===== src/rtl/scl_clkgen_pkg.sv =====
package scl_clkgen_pkg;
  // phase field width for the narrow and wide variants
  function automatic int phase_width(input bit wide);
    return wide ? 4 : 3;
  endfunction

  // prescaler counter width needed for an exponent field of exp_w bits
  function automatic int prescale_width(input int exp_w);
    return (1 << exp_w) - 1;
  endfunction
endpackage


===== src/rtl/scl_prescaler.sv =====
module scl_prescaler #(
  parameter int EXP_W = 4,
  localparam int PRE_W = scl_clkgen_pkg::prescale_width(EXP_W)
) (
  input  logic             clk,
  input  logic             rst_n,
  input  logic             run,
  input  logic [EXP_W-1:0] exp_i,
  output logic             tick
);
  logic [PRE_W-1:0] cnt_q, cnt_d;
  logic [PRE_W:0]   one_hot, span;
  logic [PRE_W-1:0] limit;

  always_comb begin
    one_hot = (PRE_W+1)'(1) << exp_i;
    span    = one_hot - (PRE_W+1)'(1);
    limit   = span[PRE_W-1:0];
    tick    = run && (cnt_q == limit);
    if (!run)      cnt_d = '0;
    else if (tick) cnt_d = '0;
    else           cnt_d = cnt_q + PRE_W'(1);
  end

  always_ff @(posedge clk or negedge rst_n) begin
    if (!rst_n) cnt_q <= '0;
    else        cnt_q <= cnt_d;
  end
endmodule


===== src/rtl/scl_phase.sv =====
module scl_phase #(
  parameter int PH_W = 4
) (
  input  logic            clk,
  input  logic            rst_n,
  input  logic            run,
  input  logic            tick,
  input  logic [PH_W-1:0] high_lim,
  input  logic [PH_W-1:0] low_lim,
  output logic            scl,
  output logic            fall,
  output logic            rise,
  output logic            period_end
);
  logic [PH_W-1:0] cnt_q, cnt_d, lim;
  logic            scl_q, scl_d, fall_q, rise_q, phase_end;

  always_comb begin
    lim        = scl_q ? high_lim : low_lim;
    phase_end  = tick && (cnt_q == lim);
    period_end = phase_end && !scl_q;
    if (!run)           cnt_d = '0;
    else if (phase_end) cnt_d = '0;
    else if (tick)      cnt_d = cnt_q + PH_W'(1);
    else                cnt_d = cnt_q;
    if (!run)           scl_d = 1'b1;
    else if (phase_end) scl_d = ~scl_q;
    else                scl_d = scl_q;
  end

  always_ff @(posedge clk or negedge rst_n) begin
    if (!rst_n) begin
      cnt_q  <= '0;
      scl_q  <= 1'b1;
      fall_q <= 1'b0;
      rise_q <= 1'b0;
    end else begin
      cnt_q  <= cnt_d;
      scl_q  <= scl_d;
      fall_q <= scl_q & ~scl_d;
      rise_q <= ~scl_q & scl_d;
    end
  end

  assign scl  = scl_q;
  assign fall = fall_q;
  assign rise = rise_q;
endmodule


===== src/rtl/scl_clkgen.sv =====
module scl_clkgen #(
  parameter bit WIDE_PHASE = 1'b1,
  parameter int EXP_W      = 4,
  localparam int PH_W      = scl_clkgen_pkg::phase_width(WIDE_PHASE),
  localparam int CFG_W     = EXP_W + 2 * PH_W
) (
  input  logic             clk,
  input  logic             rst_n,
  input  logic             enable,
  input  logic [EXP_W-1:0] div_exp,
  input  logic [PH_W-1:0]  high_len,
  input  logic [PH_W-1:0]  low_len,
  output logic             scl_o,
  output logic             fall_pulse,
  output logic             rise_pulse
);
  logic [CFG_W-1:0] cfg_q, cfg_d, cfg_in, cfg_eff;
  logic             start_q, start_d, cfg_load;
  logic             pre_tick, period_end;

  always_comb begin
    cfg_in   = {div_exp, high_len, low_len};
    cfg_eff  = start_q ? cfg_in : cfg_q;
    cfg_load = start_q & enable;
    cfg_d    = cfg_load ? cfg_in : cfg_q;
    start_d  = ~enable | period_end;
  end

  always_ff @(posedge clk or negedge rst_n) begin
    if (!rst_n) begin
      cfg_q   <= '0;
      start_q <= 1'b1;
    end else begin
      cfg_q   <= cfg_d;
      start_q <= start_d;
    end
  end

  scl_prescaler #(.EXP_W(EXP_W)) u_pre (
    .clk   (clk),
    .rst_n (rst_n),
    .run   (enable),
    .exp_i (cfg_eff[CFG_W-1 -: EXP_W]),
    .tick  (pre_tick)
  );

  scl_phase #(.PH_W(PH_W)) u_phase (
    .clk        (clk),
    .rst_n      (rst_n),
    .run        (enable),
    .tick       (pre_tick),
    .high_lim   (cfg_eff[2*PH_W-1 -: PH_W]),
    .low_lim    (cfg_eff[PH_W-1:0]),
    .scl        (scl_o),
    .fall       (fall_pulse),
    .rise       (rise_pulse),
    .period_end (period_end)
  );
endmodule


===== config.mk =====
export PLATFORM = sky130hd
export DESIGN_NAME = scl_clkgen
export DESIGN_NICKNAME = d
export VERILOG_FILES = /design/src/rtl/scl_clkgen_pkg.sv /design/src/rtl/scl_prescaler.sv /design/src/rtl/scl_phase.sv /design/src/rtl/scl_clkgen.sv
export SDC_FILE = /design/constraint.sdc
export NUM_CORES = 1
export LEC_CHECK = 0
export ABC_AREA = 1
export ABC_CLOCK_PERIOD_IN_PS = 3100
export CAP_MARGIN = 40
export CORE_MARGIN = 5
export CORE_UTILIZATION = 60
export CTS_BUF_LIST = sky130_fd_sc_hd__clkbuf_8
export CTS_CLUSTER_SIZE = 25
export DETAILED_ROUTE_END_ITERATION = 10
export PLACE_DENSITY_LB_ADDON = 0.1
export SLEW_MARGIN = 0
export SYNTH_ARGS = -nofsm -noshare
export SYNTH_HDL_FRONTEND = slang
export SYNTH_SLANG_ARGS = --single-unit
export TNS_END_PERCENT = 100

===== constraint.sdc =====
create_clock -name clk -period 3.1 [get_ports clk]
set_input_delay 0.62 -clock clk [delete_from_list [all_inputs] [get_ports clk]]
set_output_delay 0.62 -clock clk [all_outputs]
set_load 0.02 [all_outputs]

==> summary.log, run 1 <==
[timing] highest achievable clock rate 0.345 GHz
[setup_path] startpoint type of the worst setup path input port
[synthesis] post-synthesis area per instance 7.01 um2
[synthesis] #FFs+latches synth 35
[pwr] peak ir drop on the vdd network 0.385 mV
[global_routing] maximum number of pins on one net before global-route repair 36
[timing] number of endpoints with negative hold slack in the final report 0
[setup_path] number of cells on the worst reg-to-reg path 18
[clocking] total CTS buffers 5
[pwr] cell-internal power 0.000781 W
[die] Total Die Area 5670 um2
[synthesis] synthesized cell area 2560 um2
[cells_and_area] Sequential cell area 878 um2
[timing] setup repair after global routing missed its margin no
[detailed_routing] number of routed nets with antenna violations 0
[detailed_routing] DRC marker count from the first detailed-route iteration 125
[timing] worst setup slack after layout 0.197 ns
[timing] worst setup skew after layout 0.00623 ns
[timing] final slew viol count 0
[setup_path] R2R setup slack 0.26 ns
[outcome] outcome finished clean
[detailed_routing] met3 wire length 240 um
[setup_path] worst reg2reg startpoint start_q$_DFF_PN1_
[detailed_routing] total via count in the routed design 2432
[die] DIE WIDTH 75.3 um
[clocking] clock sink total 35
[setup_path] worst setup path category in -> reg
[setup_path] end of the worst register-to-register path u_phase.fall$_DFF_PN0_
[global_routing] first-pass GRT wire length 10200 um
[synthesis] Unique masters post-synth 30
[placed_design] routability congestion estimate 0.939
[setup_path] Critical Path RT 3.27 ns
[setup_path] capture point of the critical path u_phase.fall$_DFF_PN0_
[global_routing] via count of the first global-routing pass 2337
[die] core box area 4060 um2
[detailed_routing] DRC violation count after routing 0
[cells_and_area] fillers 330
[detailed_routing] wire length per cell after detailed routing 12.9 um
[die] FP Rows 23
[clocking] Hold Buf Count CTS 0
[clocking] library cell used as clock root buffer sky130_fd_sc_hd__clkbuf_8
[timing] total setup violations reported at the end of the flow 0
[clocking] clock-pin slew on the worst setup and hold paths 0.07 ns
[pwr] power share of the sequential group 43.0%
[cells_and_area] Non-Filler Cell Area, Final 2980 um2
[timing] final critical-path share of the clock period 93.6%
[detailed_routing] DR pass1 iterations 5
[cells_and_area] area growth from synthesis to final layout 16.6%
[global_routing] initial antenna violation count 0
[cells_and_area] final non-filler cell total 454
[pwr] power density cells 391 nW/um2
[cells_and_area] Multi-input gate area 1500 um2
[pwr] portion of total power attributed to combinational logic 29.7%
[hold_path] number of cells on the worst hold path 1
[detailed_routing] WL met1 2660 um
[die] vertical die dimension 75.3 um
[placed_design] Cells after DPL 444
[run] max-capacitance violation count 0
[placed_design] placed cell area 2870 um2
[cells_and_area] nets@finish 422
[synthesis] post-synthesis instance total 365
[hold_path] Tightest Hold Check Type reg -> reg
[global_routing] global-route usage over all layers 23.6%
[synthesis] total of warnings raised by yosys 0
[die] starting utilization of the core area 63.0%
[global_routing] GRT overflow 0
[detailed_routing] sum of routed wire length over all layers 5850 um
[cells_and_area] most used cells in the layout excluding fill and tap cells sky130_fd_sc_hd__nand2_1, sky130_fd_sc_hd__nand3_1, sky130_fd_sc_hd__inv_1, sky130_fd_sc_hd__nor2_1, sky130_fd_sc_hd__dfrtp_1
[placed_design] HPWL after DPL 4340 um
[die] number of placed I/O pins 18
[timing] final critical path time including I/O delays and setup 2.90 ns
[cells_and_area] most frequent standard cell in the layout excluding fill and tap cells sky130_fd_sc_hd__nand2_1
[detailed_routing] met2 wire length 2820 um
[cells_and_area] antenna fix cells 0
[setup_path] Max Fanout on Critical Path 4
[pwr] switching share of power 33.1%
[synthesis] part of the Yosys area used for sequential elements 34.3%
[placed_design] Port Buf Inserts 17
[cells_and_area] share of the core filled with cells in the final layout 73.5%
[timing] max_slew headroom 63.3%
[setup_path] Critical Path End Type register
[placed_design] Post-Place Setup Slack -0.150 ns
[clocking] worst skew pair latency 0.28 ns
[clocking] buffer depth of the longest clock path 2
[setup_path] arrival time at the worst endpoint 3.07 ns
[timing] pin slew with the least headroom to its limit 0.549 ns
[detailed_routing] via-per-instance ratio 5.36
[clocking] CTS tree built
[pwr] fraction of power consumed by the clock network 27.3%
[pwr] P_leak 1.49 nW
[clocking] H-tree depth 2
[detailed_routing] highest signal layer in the routed design met4
[setup_path] Setup crit start div_exp[3]
[synthesis] Post-Syn Nets 384
[pwr] total net switching power 0.000386 W
[cells_and_area] fraction of final layout cells sized beyond drive strength 1 17.3%
layout make-up:
class	instances	area share [%]
Multi-Input combinational cell	288	50.2
Sequential cell	35	29.4
Timing Repair Buffer	37	10.9
Inverter	36	4.61
Clock buffer	5	2.31
Tap cell	50	2.10
Clock inverter	3	0.503
cells in the mapped netlist:
master                     number  area share, %
sky130_fd_sc_hd__nor2_1        35            5.1
sky130_fd_sc_hd__buf_6          2           0.88
sky130_fd_sc_hd__dfstp_2        2            2.1
sky130_fd_sc_hd__nand3_1       45            8.8
sky130_fd_sc_hd__nor2_8         1           0.78
sky130_fd_sc_hd__dfrtp_1       33             32
sky130_fd_sc_hd__nor2_2        13            3.2
sky130_fd_sc_hd__nand2b_1       1           0.24
sky130_fd_sc_hd__nand3_2        2           0.78
sky130_fd_sc_hd__inv_1         33            4.8
sky130_fd_sc_hd__ha_1           4            2.0
sky130_fd_sc_hd__nor3_1         1           0.20
sky130_fd_sc_hd__clkbuf_1       2           0.29
sky130_fd_sc_hd__and2_0         1           0.24
sky130_fd_sc_hd__o21ai_0        7            1.4
sky130_fd_sc_hd__nand2_2        6            1.5
sky130_fd_sc_hd__inv_4          1           0.24
sky130_fd_sc_hd__inv_2          1           0.15
sky130_fd_sc_hd__nand3b_1       1           0.29
sky130_fd_sc_hd__mux2_2         9            4.0
sky130_fd_sc_hd__clkinv_1       1           0.15
sky130_fd_sc_hd__xnor2_1        6            2.1
sky130_fd_sc_hd__xor2_1        11            3.8
sky130_fd_sc_hd__nand4_1       10            2.4
sky130_fd_sc_hd__nand2_4        4            1.8
sky130_fd_sc_hd__nor2_4         1           0.44
sky130_fd_sc_hd__buf_2          1           0.20
sky130_fd_sc_hd__a21oi_1        3           0.59
sky130_fd_sc_hd__nand2_1      127             19
sky130_fd_sc_hd__buf_12         1           0.78
worst max-delay path, stage by stage:
cell,delay (ns)
sky130_fd_sc_hd__clkdlybuf4s50_1,0.42
sky130_fd_sc_hd__nand2_1,0.09
sky130_fd_sc_hd__nand2_2,0.08
sky130_fd_sc_hd__nor2_4,0.15
sky130_fd_sc_hd__nand3_1,0.09
sky130_fd_sc_hd__ha_1,0.30
sky130_fd_sc_hd__xor2_1,0.16
sky130_fd_sc_hd__nand3_1,0.10
sky130_fd_sc_hd__nor2_1,0.11
sky130_fd_sc_hd__nand3_1,0.08
sky130_fd_sc_hd__a21oi_1,0.11
sky130_fd_sc_hd__nand2_1,0.07
sky130_fd_sc_hd__nor2_2,0.12
sky130_fd_sc_hd__nand3_1,0.08
sky130_fd_sc_hd__nor2_1,0.10
sky130_fd_sc_hd__ha_1,0.24
sky130_fd_sc_hd__nand2_1,0.09
sky130_fd_sc_hd__nor2_1,0.05
worst min path at each step:
| stage | slack, ns | end | from |
|---|---|---|---|
| 2_1_floorplan | 0.32 | cfg_q[0]$_DFFE_PN0P_ | rst_n |
| 3_3_place_gp | 0.49 | cfg_q[1]$_DFFE_PN0P_ | cfg_q[1]$_DFFE_PN0P_ |
| 3_5_place_dp | 0.49 | cfg_q[0]$_DFFE_PN0P_ | cfg_q[0]$_DFFE_PN0P_ |
| 4_1_cts | 0.51 | cfg_q[0]$_DFFE_PN0P_ | cfg_q[0]$_DFFE_PN0P_ |
| 5_1_grt | 0.54 | u_pre.cnt_q[0]$_DFF_PN0_ | u_pre.cnt_q[0]$_DFF_PN0_ |
| 6_report | 0.51 | cfg_q[0]$_DFFE_PN0P_ | cfg_q[0]$_DFFE_PN0P_ |
power groups by stage:
stage / clock (W) / combinational, W / sequential (W)
2_1_floorplan: 0 / 0.000233 / 0.000505
3_3_place_gp: 0 / 0.000331 / 0.000509
3_5_place_dp: 0 / 0.000337 / 0.000510
4_1_cts: 0.000327 / 0.000340 / 0.000502
5_1_grt: 0.000345 / 0.000393 / 0.000506
6_report: 0.000318 / 0.000347 / 0.000502
kinds of logic after synthesis:
logic type | Yosys count | share of synthesized area (%)
AO/OA/AOI/OAI | 10 | 1.96
XOR/XNOR | 17 | 5.82
adder cells (fa/ha/maj) | 4 | 1.96
buffers and inverters | 42 | 7.53
flip-flops | 35 | 34.3
multiplexers | 9 | 3.96
AND/OR/NAND/NOR | 248 | 44.4
metrics by stage:
stage / TNS [ns] / total power [W] / hold WS (ns)
final: 0 / 0.00117 / 0.509
after global routing: 0 / 0.00124 / 0.539
after CTS: 0 / 0.00117 / 0.510
after detailed placement: -0.317 / 0.000847 / 0.494
after global placement: -0.169 / 0.000840 / 0.488
after floorplan: 0 / 0.000738 / 0.324
flip-flops by register name (all words and copies together), names as in the netlist:
signal and count:
u_phase.cnt_q 4, u_pre.cnt_q 15, start_q 1, u_phase.scl 1, cfg_q 12, u_phase.rise 1, u_phase.fall 1
routing by layer:
| metal | global-route usage (%) | up-vias |
|---|---|---|
| met1 | 30.6 | 1133 |
| met4 | 8.93 | 0 |
| met2 | 39.2 | 56 |
| met3 | 4.27 | 13 |
| met5 | 0 | - |
| li1 | - | 1230 |
what timing repair did:
item                                    in CTS  in global routing
gates resized for setup                      0                  4
setup buffers                                0                  2
endpoints found under the setup margin       0                  2
(Power assumes the default switching activity.)
==> run 2, diff against run 1 <==
--- a/config.mk
+++ b/config.mk
@@ -6,10 +6,10 @@
 export NUM_CORES = 1
 export LEC_CHECK = 0
 export ABC_AREA = 1
-export ABC_CLOCK_PERIOD_IN_PS = 3100
+export ABC_CLOCK_PERIOD_IN_PS = 2500
 export CAP_MARGIN = 40
 export CORE_MARGIN = 5
-export CORE_UTILIZATION = 60
+export CORE_UTILIZATION = 55
 export CTS_BUF_LIST = sky130_fd_sc_hd__clkbuf_8
 export CTS_CLUSTER_SIZE = 25
 export DETAILED_ROUTE_END_ITERATION = 10
==> constraint.sdc (replaced) <==
create_clock -name clk -period 2.5 [get_ports clk]
set_input_delay 0.5 -clock clk [delete_from_list [all_inputs] [get_ports clk]]
set_output_delay 0.5 -clock clk [all_outputs]
set_load 0.02 [all_outputs]
==> summary.log, run 2 (synthesis results as in run 1) <==
[setup_path] number of buffers and inverters on the critical path 1 [unchanged]
[pwr] power density cells 472 nW/um2 [was 391 nW/um2]
[die] number of placed I/O pins 18 [unchanged]
[setup_path] standard cell with the maximum stage delay on the critical path sky130_fd_sc_hd__clkdlybuf4s50_1 [unchanged]
[hold_path] Tightest Hold Check Type reg -> reg [unchanged]
[cells_and_area] Non-Filler Cell Area, Final 3200 um2 [was 2980 um2]
[setup_path] Critical Path End Type register [unchanged]
[cells_and_area] fraction of final layout cells sized beyond drive strength 1 22.7% [was 17.3%]
[detailed_routing] wire length per cell after detailed routing 13.2 um [was 12.9 um]
[placed_design] placed cell area 3050 um2 [was 2870 um2]
[timing] max_slew headroom 64.9% [was 63.3%]
[clocking] Hold Buf Count CTS 0 [unchanged]
[timing] setup repair after global routing missed its margin yes [was no]
[die] vertical die dimension 78.2 um [was 75.3 um]
[cells_and_area] most frequent standard cell in the layout excluding fill and tap cells sky130_fd_sc_hd__nand2_1 [unchanged]
[clocking] library cell used as clock root buffer sky130_fd_sc_hd__clkbuf_8 [unchanged]
[clocking] clock-pin slew on the worst setup and hold paths 0.08 ns [was 0.07 ns]
[clocking] buffer depth of the longest clock path 2 [unchanged]
[global_routing] met2 global-route usage 34.3% [was 39.2%]
[global_routing] Most Used Layer, Global Route met2 [unchanged]
[detailed_routing] DRC violation count after routing 0 [unchanged]
[timing] total setup violations reported at the end of the flow 23 [was 0]
[outcome] outcome finished with violations [was finished clean]
[timing] worst setup slack after layout -0.380 ns [was 0.197 ns]
[setup_path] startpoint type of the worst setup path input port [unchanged]
[die] core box area 4440 um2 [was 4060 um2]
[pwr] total chip power 0.00151 W [was 0.00117 W]
[timing] worst setup skew after layout 0.00497 ns [was 0.00623 ns]
[timing] final slew viol count 0 [unchanged]
[detailed_routing] via-per-instance ratio 5.19 [was 5.36]
[run] max-capacitance violation count 0 [unchanged]
[setup_path] worst reg2reg startpoint start_q$_DFF_PN1_ [unchanged]
[outcome] violations in the final reports negative setup slack
[cells_and_area] Sequential cell area 878 um2 [unchanged]
[hold_path] worst hold endpoint cfg_q[3]$_DFFE_PN0P_ [was cfg_q[0]$_DFFE_PN0P_]
[setup_path] cell family with most CP delay simple AND/OR/NAND/NOR gates [unchanged]
[placed_design] Post-Place Setup Slack -0.593 ns [was -0.150 ns]
[placed_design] Cells after DPL 463 [was 444]
[cells_and_area] most used cells in the layout excluding fill and tap cells sky130_fd_sc_hd__nand2_1, sky130_fd_sc_hd__nand3_1, sky130_fd_sc_hd__buf_4 [was sky130_fd_sc_hd__nand2_1, sky130_fd_sc_hd__nand3_1, sky130_fd_sc_hd__inv_1, sky130_fd_sc_hd__nor2_1, sky130_fd_sc_hd__dfrtp_1]
[setup_path] number of cells on the worst reg-to-reg path 18 [unchanged]
[detailed_routing] sum of routed wire length over all layers 6270 um [was 5850 um]
[global_routing] initial antenna violation count 0 [unchanged]
[setup_path] Critical Path RT 2.68 ns [was 3.27 ns]
[timing] final critical-path share of the clock period 115%
[global_routing] maximum number of pins on one net before global-route repair 36 [unchanged]
[clocking] worst skew pair latency 0.29 ns [was 0.28 ns]
[setup_path] series of cell instances along the critical path clkdlybuf4s50_1, nand2_1, nand2_4, nor2_4, nand3_2, ha_4, xor2_1, nand3_1, nor2_1, nand3_1, a21oi_2, nand2_1, nor2_2, nand3_1, nor2_1, ha_1, nand2_1, nor2_1 [was clkdlybuf4s50_1, nand2_1, nand2_2, nor2_4, nand3_1, ha_1, xor2_1, nand3_1, nor2_1, nand3_1, a21oi_1, nand2_1, nor2_2, nand3_1, nor2_1, ha_1, nand2_1, nor2_1]
[cells_and_area] fillers 371 [was 330]
[global_routing] global-route usage over all layers 22.4% [was 23.6%]
[clocking] clock sink total 35 [unchanged]
[timing] highest achievable clock rate 0.347 GHz
[global_routing] GR Util met1 32.1% [was 30.6%]
[cells_and_area] number of flip-flops in the largest register 15 [unchanged]
[cells_and_area] nets@finish 442 [was 422]
[detailed_routing] DR pass1 iterations 4 [was 5]
[clocking] H-tree depth 2 [unchanged]
[pwr] peak ir drop on the vdd network 0.349 mV [was 0.385 mV]
[global_routing] first-pass GRT wire length 10900 um [was 10200 um]
[timing] worst hold slack 0.517 ns [was 0.509 ns]
[timing] final critical path time including I/O delays and setup 2.88 ns
[setup_path] cell depth of the worst setup path 18 [unchanged]
[pwr] P_leak 1.60 nW [was 1.49 nW]
[die] DIE WIDTH 78.2 um [was 75.3 um]
[global_routing] GRT overflow 0 [unchanged]
[setup_path] end of the worst register-to-register path u_phase.fall$_DFF_PN0_ [unchanged]
[setup_path] worst setup path category in -> reg [unchanged]
[die] Total Die Area 6110 um2 [was 5670 um2]
[placed_design] Port Buf Inserts 17 [unchanged]
[cells_and_area] registers with the most flip-flops u_pre.cnt_q x15, cfg_q x12, u_phase.cnt_q x4 [unchanged]
[die] FP Rows 24 [was 23]
[cells_and_area] final non-filler cell total 475 [was 454]
[clocking] CTS tree built [unchanged]
[placed_design] routability congestion estimate 0.934 [was 0.939]
[detailed_routing] number of routed nets with antenna violations 0 [unchanged]
[timing] number of endpoints with negative hold slack in the final report 0 [unchanged]
[setup_path] Max Fanout on Critical Path 3 [was 4]
[cells_and_area] register with the highest flop count u_pre.cnt_q [unchanged]
[hold_path] number of cells on the worst hold path 1 [unchanged]
[cells_and_area] area growth from synthesis to final layout 25.0% [was 16.6%]
[detailed_routing] DRC marker count from the first detailed-route iteration 201 [was 125]
[timing] pin slew with the least headroom to its limit 0.525 ns [was 0.549 ns]
[placed_design] HPWL after DPL 4790 um [was 4340 um]
[cells_and_area] antenna fix cells 0 [unchanged]
[clocking] total CTS buffers 5 [unchanged]
[global_routing] global routing usage on met3 5.26% [was 4.27%]
[hold_path] hold_sp cfg_q[3]$_DFFE_PN0P_ [was cfg_q[0]$_DFFE_PN0P_]
[detailed_routing] total via count in the routed design 2465 [was 2432]
[setup_path] delay of the slowest critical-path stage 0.42 ns [about the same]
[die] starting utilization of the core area 57.5% [was 63.0%]
[setup_path] R2R setup slack -0.37 ns [was 0.26 ns]
[cells_and_area] Multi-input gate area 1560 um2 [was 1500 um2]
[global_routing] via count of the first global-routing pass 2279 [was 2337]
[setup_path] arrival time at the worst endpoint 3.06 ns [was 3.07 ns]
## run 2: changes by cell type in the layout (fill, tap and decap cells not counted), sizes merged
cell           before  now
buf                20   40
dlygate4sd2         0    1
clkdlybuf4s50      17   16
clkinv              4    3
## run 2: metal layers
metal	vias to the layer above	part of all wire (%)
met1	1134	48
met3	6	6.1
met4	0	0.99
met2	54	45
met5	-	0
li1	1271	-
## run 2: worst max-delay path by stage
stage                           start                endpoint  slack [ns]
floorplan           start_q$_DFF_PN1_  u_phase.fall$_DFF_PN0_       -0.25
global placement           div_exp[2]  u_phase.rise$_DFF_PN0_       -0.52
detailed placement         div_exp[2]  u_phase.fall$_DFF_PN0_       -0.59
CTS                        div_exp[0]  u_phase.fall$_DFF_PN0_       -0.27
global route        start_q$_DFF_PN1_  u_phase.fall$_DFF_PN0_       -0.63
finish                     div_exp[2]  u_phase.fall$_DFF_PN0_       -0.38
## run 2: what timing repair did
action	4_1_cts	5_1_grt
gates cloned	0	0
setup buffers	4	1
setup endpoints to repair	23	23
resized for setup	7	2
pin swaps	10	11
## run 2: power breakdown
part | switching [W] | total [W] | internal (W)
logic | 0.000270 | 0.000476 | 0.000206
registers | 0.0000269 | 0.000626 | 0.000599
clock network | 0.000216 | 0.000407 | 0.000191
total | 0.000513 | 0.00151 | 0.000996
## run 2: cell type report
type	count	share of cell area (%)
Clock buffer	5	2.15
Clock inverter	2	0.430
Sequential cell	35	27.5
Multi-Input combinational cell	288	48.9
Tap cell	52	2.03
Inverter	36	4.38
Timing Repair Buffer	57	14.7
## run 2: per-stage QoR
| step | utilization [%] | setup TNS (ns) |
|---|---|---|
| 2_1_floorplan | - | -0.827 |
| 5_1_grt | 72.0 | -8.02 |
| 6_report | 72.0 | -3.12 |
| 3_5_place_dp | 68.7 | -8.96 |
| 3_3_place_gp | 68.7 | -7.77 |
| 4_1_cts | 71.6 | -1.75 |
==> run 3, diff against run 2 <==
--- a/config.mk
+++ b/config.mk
@@ -13,6 +13,7 @@
 export CTS_BUF_LIST = sky130_fd_sc_hd__clkbuf_8
 export CTS_CLUSTER_SIZE = 25
 export DETAILED_ROUTE_END_ITERATION = 10
+export MAX_ROUTING_LAYER = met4
 export PLACE_DENSITY_LB_ADDON = 0.1
 export SLEW_MARGIN = 0
 export SYNTH_ARGS = -nofsm -noshare
==> summary.log, run 3 (synthesis results as in run 1) <==
[placed_design] HPWL after DPL 4790 um [about the same]
[timing] worst setup skew after layout 0.00903 ns [was 0.00497 ns]
[detailed_routing] sum of routed wire length over all layers 6460 um [was 6270 um]
[timing] final critical path time including I/O delays and setup 2.78 ns [was 2.88 ns]
[setup_path] worst setup path category in -> reg [unchanged]
[timing] final slew viol count 0 [unchanged]
[global_routing] GRT overflow 0 [unchanged]
[cells_and_area] number of flip-flops in the largest register 15 [unchanged]
[cells_and_area] register with the highest flop count u_pre.cnt_q [unchanged]
[clocking] total CTS buffers 5 [unchanged]
[outcome] violations in the final reports negative setup slack [unchanged]
[cells_and_area] most used cells in the layout excluding fill and tap cells sky130_fd_sc_hd__nand2_1, sky130_fd_sc_hd__nand3_1, sky130_fd_sc_hd__buf_4 [unchanged]
[global_routing] via count of the first global-routing pass 2335 [was 2279]
[placed_design] routability congestion estimate 0.934 [about the same]
[timing] max_slew headroom 66.5% [was 64.9%]
[run] max-capacitance violation count 0 [unchanged]
[clocking] clock-pin slew on the worst setup and hold paths 0.07 ns [was 0.08 ns]
[clocking] buffer depth of the longest clock path 2 [unchanged]
[setup_path] startpoint type of the worst setup path input port [unchanged]
[clocking] clock sink total 35 [unchanged]
[setup_path] Critical Path End Type register [unchanged]
[cells_and_area] fillers 376 [was 371]
[cells_and_area] nets@finish 443 [was 442]
[cells_and_area] antenna fix cells 0 [unchanged]
[detailed_routing] DRC violation count after routing 0 [unchanged]
[global_routing] maximum number of pins on one net before global-route repair 36 [unchanged]
[detailed_routing] total via count in the routed design 2488 [was 2465]
[global_routing] first-pass GRT wire length 10800 um [was 10900 um]
[setup_path] number of cells on the worst reg-to-reg path 18 [unchanged]
[timing] total setup violations reported at the end of the flow 23 [unchanged]
[hold_path] Tightest Hold Check Type reg -> reg [unchanged]
[setup_path] Max Fanout on Critical Path 3 [unchanged]
[hold_path] hold_sp cfg_q[2]$_DFFE_PN0P_ [was cfg_q[3]$_DFFE_PN0P_]
[global_routing] global-route usage over all layers 23.1% [was 22.4%]
[die] core box area 4440 um2 [unchanged]
[cells_and_area] registers with the most flip-flops u_pre.cnt_q x15, cfg_q x12, u_phase.cnt_q x4 [unchanged]
[timing] accumulated negative setup slack -3.12 ns [about the same]
[timing] number of endpoints with negative hold slack in the final report 0 [unchanged]
[detailed_routing] DR pass1 iterations 7 [was 4]
[setup_path] Critical Path RT 2.68 ns [about the same]
[timing] setup repair after global routing missed its margin yes [unchanged]
[hold_path] number of cells on the worst hold path 1 [unchanged]
[setup_path] R2R setup slack -0.27 ns [was -0.37 ns]
[pwr] power density cells 474 nW/um2 [was 472 nW/um2]
[timing] worst setup slack after layout -0.278 ns [was -0.380 ns]
[clocking] library cell used as clock root buffer sky130_fd_sc_hd__clkbuf_8 [unchanged]
[global_routing] initial antenna violation count 0 [unchanged]
[hold_path] worst hold endpoint cfg_q[2]$_DFFE_PN0P_ [was cfg_q[3]$_DFFE_PN0P_]
[clocking] H-tree depth 2 [unchanged]
[placed_design] Port Buf Inserts 17 [unchanged]
[pwr] peak ir drop on the vdd network 0.356 mV [was 0.349 mV]
[setup_path] end of the worst register-to-register path u_phase.fall$_DFF_PN0_ [unchanged]
[detailed_routing] DRC marker count from the first detailed-route iteration 231 [was 201]
[die] Total Die Area 6110 um2 [unchanged]
[die] vertical die dimension 78.2 um [unchanged]
[detailed_routing] wire length per cell after detailed routing 13.5 um [was 13.2 um]
[cells_and_area] final non-filler cell total 477 [was 475]
[die] DIE WIDTH 78.2 um [unchanged]
[die] FP Rows 24 [unchanged]
[placed_design] Cells after DPL 464 [was 463]
[detailed_routing] number of routed nets with antenna violations 0 [unchanged]
[timing] pin slew with the least headroom to its limit 0.501 ns [was 0.525 ns]
[cells_and_area] fraction of final layout cells sized beyond drive strength 1 23.1% [was 22.7%]
[setup_path] arrival time at the worst endpoint 2.96 ns [was 3.06 ns]
[die] number of placed I/O pins 18 [unchanged]
[outcome] outcome finished with violations [unchanged]
[clocking] worst skew pair latency 0.30 ns [was 0.29 ns]
[pwr] P_leak 1.63 nW [was 1.60 nW]
[clocking] CTS tree built [unchanged]
[die] starting utilization of the core area 57.5% [unchanged]
[setup_path] worst reg2reg startpoint start_q$_DFF_PN1_ [unchanged]
[timing] highest achievable clock rate 0.360 GHz [was 0.347 GHz]
[setup_path] Setup crit start div_exp[2] [unchanged]
[cells_and_area] most frequent standard cell in the layout excluding fill and tap cells sky130_fd_sc_hd__nand2_1 [unchanged]
[timing] final critical-path share of the clock period 111% [was 115%]
[detailed_routing] via-per-instance ratio 5.22 [was 5.19]
[cells_and_area] area growth from synthesis to final layout 26.8% [was 25.0%]
[run 3: worst max-delay path, cell delays in order]
cell,delay (ns)
sky130_fd_sc_hd__clkdlybuf4s50_1,0.42
sky130_fd_sc_hd__nand2_1,0.12
sky130_fd_sc_hd__nand2_4,0.06
sky130_fd_sc_hd__nor2_4,0.16
sky130_fd_sc_hd__nand3_2,0.10
sky130_fd_sc_hd__ha_4,0.29
sky130_fd_sc_hd__xor2_2,0.16
sky130_fd_sc_hd__nand3_2,0.10
sky130_fd_sc_hd__nor2_1,0.12
sky130_fd_sc_hd__nand3_1,0.08
sky130_fd_sc_hd__a21oi_1,0.11
sky130_fd_sc_hd__nand2_1,0.07
sky130_fd_sc_hd__nor2_2,0.10
sky130_fd_sc_hd__nand3_1,0.08
sky130_fd_sc_hd__nor2_1,0.12
sky130_fd_sc_hd__ha_1,0.26
sky130_fd_sc_hd__nand2_1,0.09
sky130_fd_sc_hd__nor2_1,0.05
[run 3: stage by stage]
stage / total power [W] / setup WS, ns / hold slack [ns] / utilization, % / area [um2]
6_report: 0.00154 / -0.278 / 0.515 / 72.9 / 3240
5_1_grt: 0.00164 / -0.439 / 0.534 / 72.9 / 3240
4_1_cts: 0.00153 / -0.265 / 0.517 / 72.3 / 3210
3_5_place_dp: 0.00110 / -0.581 / 0.499 / 68.8 / 3060
2_1_floorplan: 0.000932 / -0.252 / 0.204 / - / 2610
3_3_place_gp: 0.00109 / -0.518 / 0.488 / 68.8 / 3060
[run 3: worst max-delay path by stage]
stage,depth (start not counted),to
2_1_floorplan,20,u_phase.fall$_DFF_PN0_
3_3_place_gp,17,u_phase.rise$_DFF_PN0_
3_5_place_dp,18,u_phase.fall$_DFF_PN0_
4_1_cts,18,u_phase.fall$_DFF_PN0_
5_1_grt,18,u_phase.fall$_DFF_PN0_
6_report,18,u_phase.fall$_DFF_PN0_
[run 3: power by group]
| part | internal (W) | total [W] | switching (W) |
|---|---|---|---|
| logic | 0.000220 | 0.000504 | 0.000284 |
| registers | 0.000599 | 0.000627 | 0.0000282 |
| clock network | 0.000188 | 0.000405 | 0.000218 |
| total | 0.00101 | 0.00154 | 0.000530 |
[run 3: layout make-up]
class	instances	area, um2	share of cell area (%)
timing repair buffer	58	480	14.8
multi-input combinational	288	1600	49.2
clock buffer	5	68.8	2.12
inverter	36	140	4.32
clock inverter	3	12.5	0.386
tap	52	65.1	2.01
sequential	35	878	27.1
[run 3: repair_timing]
action                                  CTS  global route
gates resized for setup                  10             4
endpoints found under the setup margin   23            23
hold buffers                              0             0
pin swaps                                12             3
setup buffers                             4             1
[run 3: routing by layer]
metal / routed length [um] / global-route usage (%) / share of wire, %
met3: 377 / 4.69 / 5.8
met5: 0 / - / 0
met1: 3020 / 31.3 / 47
met2: 2910 / 34.8 / 45
met4: 151 / 7.69 / 2.3
